--- config.mk ---
export PLATFORM = sky130hd
export DESIGN_NAME = call_ret_stack
export DESIGN_NICKNAME = d
export VERILOG_FILES = /design/src/rtl/stk_pkg.sv /design/src/rtl/stk_sp_reg.sv /design/src/rtl/stk_lvl_track.sv /design/src/rtl/stk_ctrl.sv /design/src/rtl/call_ret_stack.sv
export SDC_FILE = /design/constraint.sdc
export NUM_CORES = 1
export LEC_CHECK = 0
export ABC_AREA = 1
export BUFFER_PORTS_ARGS = -buffer_cell sky130_fd_sc_hd__clkbuf_2
export CELL_PAD_IN_SITES_DETAIL_PLACEMENT = 0
export CELL_PAD_IN_SITES_GLOBAL_PLACEMENT = 1
export CORE_MARGIN = 2
export CORE_UTILIZATION = 42
export CTS_BUF_LIST = sky130_fd_sc_hd__clkbuf_16
export DETAILED_ROUTE_END_ITERATION = 10
export GPL_TIMING_DRIVEN = 0
export MAX_ROUTING_LAYER = met4
export PLACE_DENSITY_LB_ADDON = 0.1
export RECOVER_POWER = 50
export SETUP_SLACK_MARGIN = 0.2
export SLEW_MARGIN = 10
export SYNTH_ARGS = -nofsm -noshare
export SYNTH_HDL_FRONTEND = slang
export SYNTH_SLANG_ARGS = --single-unit
--- constraint.sdc ---
create_clock -name clk_i -period 4.1 [get_ports clk_i]
set_clock_uncertainty 0.15 [all_clocks]
set_input_delay 1.23 -clock clk_i [delete_from_list [all_inputs] [get_ports clk_i]]
set_output_delay 1.23 -clock clk_i [all_outputs]
set_load 0.02 [all_outputs]
--- src/rtl/stk_pkg.sv ---
package stk_pkg;
  typedef enum logic [2:0] {
    OP_LCALL   = 3'd0,
    OP_PCALL   = 3'd1,
    OP_RET     = 3'd2,
    OP_RETI    = 3'd3,
    OP_INTCALL = 3'd4
  } op_e;

  typedef enum logic [2:0] {
    ST_IDLE,
    ST_PUSH_LO,
    ST_PUSH_HI,
    ST_POP_HI,
    ST_POP_LO,
    ST_CAP,
    ST_FIN
  } st_e;
endpackage

--- src/rtl/stk_sp_reg.sv ---
module stk_sp_reg #(
  parameter int unsigned AW = 8,
  parameter logic [AW-1:0] RST_VAL = AW'(7)
) (
  input  logic          clk_i,
  input  logic          rst_ni,
  input  logic          inc_i,
  input  logic          dec_i,
  output logic [AW-1:0] sp_o
);
  logic [AW-1:0] sp_q;

  // natural modulo wrap in both directions
  always_ff @(posedge clk_i or negedge rst_ni) begin
    if (!rst_ni)    sp_q <= RST_VAL;
    else if (inc_i) sp_q <= sp_q + AW'(1);
    else if (dec_i) sp_q <= sp_q - AW'(1);
  end

  assign sp_o = sp_q;
endmodule

--- src/rtl/stk_lvl_track.sv ---
module stk_lvl_track #(
  parameter int unsigned LVL_W = 2
) (
  input  logic clk_i,
  input  logic rst_ni,
  input  logic enter_i,
  input  logic leave_i,
  output logic active_o
);
  localparam logic [LVL_W-1:0] LVL_MAX = {LVL_W{1'b1}};
  logic [LVL_W-1:0] cnt_q;

  always_ff @(posedge clk_i or negedge rst_ni) begin
    if (!rst_ni) cnt_q <= '0;
    else if (enter_i && cnt_q != LVL_MAX) cnt_q <= cnt_q + LVL_W'(1);
    else if (leave_i && cnt_q != '0)      cnt_q <= cnt_q - LVL_W'(1);
  end

  assign active_o = |cnt_q;
endmodule

--- src/rtl/stk_ctrl.sv ---
module stk_ctrl
  import stk_pkg::*;
#(
  parameter int unsigned DW = 8,
  parameter int unsigned PG_W = 3,
  parameter logic [DW-1:0] SP_RST = DW'(7)
) (
  input  logic          clk_i,
  input  logic          rst_ni,
  input  logic          start_i,
  input  logic [2:0]    op_i,
  input  logic [2*DW-1:0] ret_pc_i,
  input  logic [2*DW-1:0] target_i,
  input  logic [PG_W-1:0] page_i,
  input  logic [DW-1:0] ram_rdata_i,
  input  logic [DW-1:0] sp_i,
  input  logic          lvl_active_i,
  output logic [DW-1:0] ram_addr_o,
  output logic [DW-1:0] ram_wdata_o,
  output logic          ram_we_o,
  output logic          ram_re_o,
  output logic          sp_inc_o,
  output logic          sp_dec_o,
  output logic [2*DW-1:0] pc_o,
  output logic          done_o,
  output logic [DW-1:0] sp_before_o,
  output logic [DW-1:0] sp_after_o,
  output logic          reti_o,
  output logic          lvl_release_o,
  output logic          lvl_enter_o
);
  localparam int unsigned PC_W = 2 * DW;
  localparam int unsigned HI_W = PC_W - DW - PG_W;

  st_e             st_q;
  op_e             op_q;
  logic [PC_W-1:0] ret_q, tgt_q, pc_q;
  logic [DW-1:0]   hi_q, spb_q, spa_q;
  logic            op_ok, is_call;
  logic [PC_W-1:0] tgt_sel;

  assign op_ok   = (op_i <= 3'd4);
  assign is_call = (op_i == OP_LCALL) || (op_i == OP_PCALL) || (op_i == OP_INTCALL);
  // page call keeps upper return bits, page field replaces the next three
  assign tgt_sel = (op_i == OP_PCALL) ?
                   {ret_pc_i[PC_W-1 -: HI_W], page_i, target_i[DW-1:0]} : target_i;

  always_ff @(posedge clk_i or negedge rst_ni) begin
    if (!rst_ni) begin
      st_q  <= ST_IDLE;
      op_q  <= OP_LCALL;
      ret_q <= '0;
      tgt_q <= '0;
      pc_q  <= '0;
      hi_q  <= '0;
      spb_q <= SP_RST;
      spa_q <= SP_RST;
    end else begin
      unique case (st_q)
        ST_IDLE: if (start_i && op_ok) begin
          op_q  <= op_e'(op_i);
          ret_q <= ret_pc_i;
          tgt_q <= tgt_sel;
          st_q  <= is_call ? ST_PUSH_LO : ST_POP_HI;
        end
        ST_PUSH_LO: st_q <= ST_PUSH_HI;
        ST_PUSH_HI: begin
          pc_q  <= tgt_q;
          spb_q <= sp_i - DW'(1);
          spa_q <= sp_i + DW'(1);
          st_q  <= ST_FIN;
        end
        ST_POP_HI: st_q <= ST_POP_LO;
        ST_POP_LO: begin
          hi_q <= ram_rdata_i;
          st_q <= ST_CAP;
        end
        ST_CAP: begin
          pc_q  <= {hi_q, ram_rdata_i};
          spb_q <= sp_i + DW'(2);
          spa_q <= sp_i;
          st_q  <= ST_FIN;
        end
        ST_FIN:  st_q <= ST_IDLE;
        default: st_q <= ST_IDLE;
      endcase
    end
  end

  always_comb begin
    ram_addr_o  = '0;
    ram_wdata_o = '0;
    ram_we_o    = 1'b0;
    ram_re_o    = 1'b0;
    sp_inc_o    = 1'b0;
    sp_dec_o    = 1'b0;
    unique case (st_q)
      ST_PUSH_LO: begin
        ram_addr_o  = sp_i + DW'(1);
        ram_wdata_o = ret_q[DW-1:0];
        ram_we_o    = 1'b1;
        sp_inc_o    = 1'b1;
      end
      ST_PUSH_HI: begin
        ram_addr_o  = sp_i + DW'(1);
        ram_wdata_o = ret_q[PC_W-1:DW];
        ram_we_o    = 1'b1;
        sp_inc_o    = 1'b1;
      end
      ST_POP_HI, ST_POP_LO: begin
        ram_addr_o = sp_i;
        ram_re_o   = 1'b1;
        sp_dec_o   = 1'b1;
      end
      default: ;
    endcase
  end

  assign done_o        = (st_q == ST_FIN);
  assign reti_o        = done_o && (op_q == OP_RETI);
  assign lvl_release_o = reti_o && lvl_active_i;
  assign lvl_enter_o   = done_o && (op_q == OP_INTCALL);
  assign pc_o          = pc_q;
  assign sp_before_o   = spb_q;
  assign sp_after_o    = spa_q;
endmodule

--- src/rtl/call_ret_stack.sv ---
module call_ret_stack #(
  parameter int unsigned DW    = 8,
  parameter int unsigned PG_W  = 3,
  parameter int unsigned LVL_W = 2,
  parameter logic [DW-1:0] SP_RST = DW'(7)
) (
  input  logic            clk_i,
  input  logic            rst_ni,
  input  logic            start_i,
  input  logic [2:0]      op_i,
  input  logic [2*DW-1:0] ret_pc_i,
  input  logic [2*DW-1:0] target_i,
  input  logic [PG_W-1:0] page_i,
  input  logic [DW-1:0]   ram_rdata_i,
  output logic [DW-1:0]   ram_addr_o,
  output logic [DW-1:0]   ram_wdata_o,
  output logic            ram_we_o,
  output logic            ram_re_o,
  output logic [2*DW-1:0] pc_o,
  output logic            done_o,
  output logic [DW-1:0]   sp_before_o,
  output logic [DW-1:0]   sp_after_o,
  output logic            reti_o,
  output logic            lvl_release_o
);
  logic [DW-1:0] sp_w;
  logic          sp_inc, sp_dec, lvl_active, lvl_enter;

  stk_sp_reg #(.AW(DW), .RST_VAL(SP_RST)) u_sp (
    .clk_i, .rst_ni, .inc_i(sp_inc), .dec_i(sp_dec), .sp_o(sp_w)
  );

  stk_lvl_track #(.LVL_W(LVL_W)) u_lvl (
    .clk_i, .rst_ni, .enter_i(lvl_enter), .leave_i(lvl_release_o),
    .active_o(lvl_active)
  );

  stk_ctrl #(.DW(DW), .PG_W(PG_W), .SP_RST(SP_RST)) u_ctrl (
    .clk_i, .rst_ni, .start_i, .op_i, .ret_pc_i, .target_i, .page_i,
    .ram_rdata_i, .sp_i(sp_w), .lvl_active_i(lvl_active),
    .ram_addr_o, .ram_wdata_o, .ram_we_o, .ram_re_o,
    .sp_inc_o(sp_inc), .sp_dec_o(sp_dec),
    .pc_o, .done_o, .sp_before_o, .sp_after_o, .reti_o, .lvl_release_o,
    .lvl_enter_o(lvl_enter)
  );
endmodule

### Yosys cells after proc, flatten, opt, wreduce, memory -nomap -nowiden

Index checks and enable logic that the tools add are counted.

| storage, ports and cells | value |
|---|---|
| output and inout bits | 53 |
| word-level logic and storage cells | 62 |
| register bits | 88 |
| bits of input ports | 49 |

| operators by class | value |
|---|---|
| add/subtract/negate cells | 5 |
| eq/ne operators | 12 |
| multiplexer cells | 15 |
| $lt $le $gt $ge | 1 |
| reduce and logical (&&, ||, !) cells | 19 |

Operators with widths:

| cell | number |
|---|---|
| case mux 8 bit (2 select lines) | 4 |
| case mux 16 bit (2 select lines) | 1 |
| 2-to-1 mux 16 bit | 1 |
| 2-to-1 mux 8 bit | 2 |
| == test 3 bit (second input constant) | 5 |
| case mux 3 bit (5 select lines) | 1 |
| == test 3 x 2 -> 1 bit (second input constant) | 3 |
| adder 8 x 1 -> 8 bit (second input constant) | 1 |
| adder 8 x 2 -> 8 bit (second input constant) | 1 |
| nonzero test 2 bit | 4 |
| OR reduction 2 bit | 4 |
| subtractor 8 x 1 -> 8 bit (second input constant) | 1 |
| == test 3 x 1 -> 1 bit (second input constant) | 2 |
| logical AND 1 bit | 6 |
| logical NOT 3 bit | 2 |
| 2-to-1 mux 2 bit | 3 |
| less-or-equal comparator 3 bit (second input constant) | 1 |
| 2-to-1 mux 3 bit | 1 |
| adder 2 x 1 -> 2 bit (second input constant) | 1 |
| logical OR 1 bit | 2 |
| 2-to-1 mux 1 bit | 2 |
| != test 2 x 1 -> 1 bit (second input constant) | 1 |
| != test 2 bit (second input constant) | 1 |
| AND reduction 2 bit | 1 |
| subtractor 2 x 1 -> 2 bit (second input constant) | 1 |

### Depth between registers and ports, before layout

| depth | value |
|---|---|
| depth in word-level cells | 6 |
| gate-level depth with buffers | 12 |
| mapped depth without buffers | 11 |

### Hierarchy

A second synthesis with hierarchy kept.

| second synthesis, totals | value |
|---|---|
| cell total of the unflattened synthesis | 561 |
| area total of the unflattened synthesis | 4565.6 um^2 |

Modules (own cells, without submodules):

| module | area each (um^2) | times used | cells each | sequential area each (um^2) |
|---|---|---|---|---|
| stk_ctrl | 3829.9 | 1 | 464 | 1933.1 |
| stk_sp_reg | 626.9 | 1 | 81 | 203.9 |
| stk_lvl_track | 108.9 | 1 | 16 | 50.0 |

### Worst setup path after synthesis

OpenSTA, ideal clock, no wires.

| path | value |
|---|---|
| kind | register -> output |
| start | register u_sp.sp_q[1], in the netlist u_sp.sp_o[1] |
| end | output port ram_addr_o[5] |
| arrival | 1.424 ns |
| stages on the path, launching flop included | 7 |
| slack | 1.296 ns |
| path buffers | 0 |
| required time | 2.720 ns |
| path through | dfstp_2 > ha_1 > nand3_1 > nor2_1 > xor2_1 > nand2_1 > o21ai_1 |

| between the ends | value |
|---|---|
| cells in the longest elaborated chain, start to end | 2 |

Ends and longest elaborated chain:

| what | line | source |
|---|---|---|
| start, declared | stk_sp_reg.sv:11 | `logic [AW-1:0] sp_q;` |
| start signal, assigned | stk_sp_reg.sv:16 | `else if (inc_i) sp_q <= sp_q + AW'(1);` |
| start signal, assigned | stk_sp_reg.sv:17 | `else if (dec_i) sp_q <= sp_q - AW'(1);` |
| adder 8 x 1 -> 8 bit | stk_ctrl.sv:99, stk_ctrl.sv:105 |  |
| case mux 8 bit (2 select lines) | stk_ctrl.sv:97 | `unique case (st_q)` |
| end, declared | call_ret_stack.sv:15 | `output logic [DW-1:0] ram_addr_o,` |

No other way between the ends.

### Final worst setup path

| path | value |
|---|---|
| start | register u_ctrl.st_q[2] |
| end | output port ram_wdata_o[6] |

| between the ends | value |
|---|---|
| cells in the longest elaborated chain, start to end | 2 |
| elaborated cells on any way between the ends | 3 |
| classes of those cells | eq/ne: 2; mux: 1 |

Ends and longest elaborated chain:

| what | line | source |
|---|---|---|
| start, declared | stk_ctrl.sv:35 | `st_e st_q;` |
| start signal, assigned | stk_ctrl.sv:64 | `st_q <= is_call ? ST_PUSH_LO : ST_POP_HI;` |
| == test 3 x 2 -> 1 bit / == test 3 x 1 -> 1 bit (equally long branches) | stk_ctrl.sv:97 |  |
| case mux 8 bit (2 select lines) (*) | stk_ctrl.sv:97 |  |
| end, declared | call_ret_stack.sv:16 | `output logic [DW-1:0] ram_wdata_o,` |

Every way passes the cells marked *; elsewhere a longest branch is shown, timed or not.

==> results.sh <==
export IMPL_fmax_mhz=298
export IMPL_path_max_fanout=10
export IMPL_synth_warnings=0
export IMPL_routed_via_density=4.81
export IMPL_hold_violations=0
export IMPL_synth_common_cells="nand2_1 (200), dfrtp_1 (79), inv_1 (41)"
export IMPL_crit_arrival_ps=1980
export IMPL_antenna_found_initial=0
export IMPL_worstMarginPinSlew_ps=2440
export IMPL_grt_max_degree=46
export IMPL_setup_worst_path_end_class="primary output"
export IMPL_async_reset_ff_share_pct=100
export IMPL_yosysUniqueCellTypes=35
export IMPL_synth_edf_count=0
export IMPL_flow_area_growth_from_synthesis_pct=22.3
export IMPL_die_w_um=105
export IMPL_wl_met1_um=5290
export IMPL_yosysMostFrequentCell="nand2_1"
export IMPL_ys_seq_area_share_pct=51.0
export IMPL_slew_violations=43
export IMPL_root_buffer="clkbuf_16"
export IMPL_violations="max-capacitance violations, max-slew violations"
export IMPL_reg2reg_setup_slack_ps=1660
export IMPL_min_path_type="reg -> reg"
export IMPL_clkLatencyLatePin_ps=340
export IMPL_syn_nets=579
export IMPL_critical_path_class="reg -> out"
export IMPL_cts_reportedPaths_clkPinSlew_ps=60
export IMPL_antenna_left=0
export IMPL_syn_inst=524
export IMPL_cts_buffer_depth=2
export IMPL_hold_buffers=0
export IMPL_core_sq_um=9860
export IMPL_start_kind="flop"
export IMPL_crit_required_ps=2720
export IMPL_synth_main_ff_cell="dfrtp_1"
export IMPL_maxCapViolCount=1
export IMPL_drive_above_1_share_pct=23.8
export IMPL_netlist_top_cell_by_area="dfrtp_1"
export IMPL_die_area_sq_um=11000
export IMPL_wl_met3_um=458
export IMPL_reg2reg_depth=8
export IMPL_fin_nets=692
export IMPL_first_iter_violations=177
export IMPL_wl_met2_um=5320
export IMPL_cts_tree="done"
export IMPL_r2r_start="u_ctrl.st_q[0]"
export IMPL_cts_resized_gates=0
export IMPL_dr_total_vias=3729
export IMPL_ys_seq_elements=87
export IMPL_hold_depth=2
export IMPL_first_pass_iters=4
export IMPL_report_power_total_uw=4470
export IMPL_htreeDepth=3
export IMPL_grt_usage_pct=21.9
export IMPL_cts_sinks=87
export IMPL_antenna_cells=0
export IMPL_place_ws_ps=1100
export IMPL_first_global_vias=3662
export IMPL_io_pins=102
export IMPL_synth_top_cells_by_area="dfrtp_1 (46%), nand2_1 (17%), dfstp_2 (4.9%)"
export IMPL_powerDensity_nw_per_um2=853
export IMPL_initial_core_util_pct=43.5
export IMPL_hold_start="u_ctrl.sp_before_o[1]"
export IMPL_fin_crit_ps=3360
export IMPL_yosysTopAreaCellShare_pct=46.1
export IMPL_row_count=36
export IMPL_drt_total_wl_um=11100
export IMPL_cts_made_buffers=9
export IMPL_routedWlPerCell_um=14.4
export IMPL_highest_layer="met4"
export IMPL_fillerInstances=984
export IMPL_setup_slack_ps=739
export IMPL_post_cts_setup_buffers=0
export IMPL_relSlewSlack_pct=-62.7
export IMPL_grt_pass1_wl_um=18400
export IMPL_setup_tns_ps=0
export IMPL_outcome="finished with violations"
export IMPL_grt_setup_unrepaired="no"
export IMPL_hpwl_um=8230
export IMPL_ir_drop_uv=282
export IMPL_post_route_period_util_pct=82.0
export IMPL_leakagePower_uw=0.00274
export IMPL_overflow=0
export IMPL_globalplace_congestion=0.904
export IMPL_route_detailed_drc=0
export IMPL_cp_startpoint="u_ctrl.st_q[2]"
export IMPL_utilization_pct=53.2
export IMPL_port_buffers=101
export IMPL_avgSynthCellArea_sq_um=8.19
export IMPL_setup_viol=0
export IMPL_die_y_um=105
export IMPL_netlist_area_sq_um=4290
-- kinds of logic (layout without fill, tap and decap cells) --
family	count (synthesis)	count (layout)	share of synthesized area (%)
adders and majority gates	6	6	1.75
AOI/OAI and AO/OA	83	83	11.2
xor gates and xnor gates	11	11	2.25
and+or+nand+nor	257	257	24.2
muxes	7	7	1.84
DFF	87	87	51.0
buffers and inverters	73	191	7.79
-- per-stage QoR --
step | instances | hold WS (ps) | area, sq um
2_1_floorplan | 524 | 292 | 4290
3_3_place_gp | 758 | 304 | 4960
3_5_place_dp | 759 | 309 | 4990
4_1_cts | 775 | 320 | 5280
5_1_grt | 775 | 346 | 5250
6_report | 775 | 317 | 5250
-- layer usage --
metal  track usage, %  vias up
met2             34.6       98
met3             4.74        6
li1                 -     1904
met4             4.10        0
met5                -        -
met1             29.4     1721
-- placed cells by master, fill, tap and decap left out, types with 2 or more instances in the layout --
master,instances
a21oi_1,6
a31oi_1,4
buf_2,10
buf_6,3
clkbuf_1,9
clkbuf_16,9
clkbuf_2,100
clkinv_2,2
dfrtp_1,79
dfstp_2,7
ha_1,6
inv_1,45
inv_2,6
mux2_2,7
nand2_1,202
nand2b_1,2
nand3_1,22
nand3_2,2
nor2_1,22
nor3_1,3
o211ai_1,16
o21a_1,2
o21ai_0,30
o21ai_1,20
o221ai_1,2
xnor2_1,2
xor2_1,9
-- worst max-delay path, stage by stage, from the launching register on --
cell and delay [ps]:
dfrtp_1 440, inv_2 110, nand3_1 220, inv_2 190, buf_2 300, nand2_1 90, o21ai_0 90, clkbuf_2 200
-- cell type report --
| cell class | count | area (sq um) | area share (%) |
|---|---|---|---|
| Buffer | 23 | 126 | 2.41 |
| Clock buffer | 9 | 225 | 4.29 |
| Clock inverter | 7 | 63.8 | 1.22 |
| Inverter | 50 | 188 | 3.58 |
| Multi-Input combinational cell | 364 | 1760 | 33.5 |
| Sequential cell | 87 | 2190 | 41.7 |
| Tap cell | 133 | 166 | 3.17 |
| Timing Repair Buffer | 102 | 531 | 10.1 |
-- sequential cells by signal, summed over array words and instances, names as in the netlist --
name and count:
u_ctrl.hi_q 8, u_ctrl.op_q 3, u_ctrl.pc_o 16, u_ctrl.ret_q 16
u_ctrl.sp_after_o 8, u_ctrl.sp_before_o 7, u_ctrl.st_q 3, u_ctrl.tgt_q 16
u_lvl.cnt_q 2, u_sp.sp_o 8
-- final timing paths --
kind | end
max | ram_wdata_o[6]
min | u_ctrl.sp_before_o[1]
max reg2reg | u_ctrl.pc_o[6]
min reg2reg | u_ctrl.sp_before_o[1]
max in group asynchronous | u_ctrl.op_q[0]
min in group asynchronous | u_ctrl.sp_after_o[4]
-- power by group --
part / switching [uW] / leakage [uW] / internal, uW
Sequential: 243 / 0.00106 / 1300
Clock: 338 / 0.000144 / 468
Combinational: 1410 / 0.00153 / 719
Total: 1990 / 0.00274 / 2490
No activity file was read; power rests on OpenSTA's default activity.
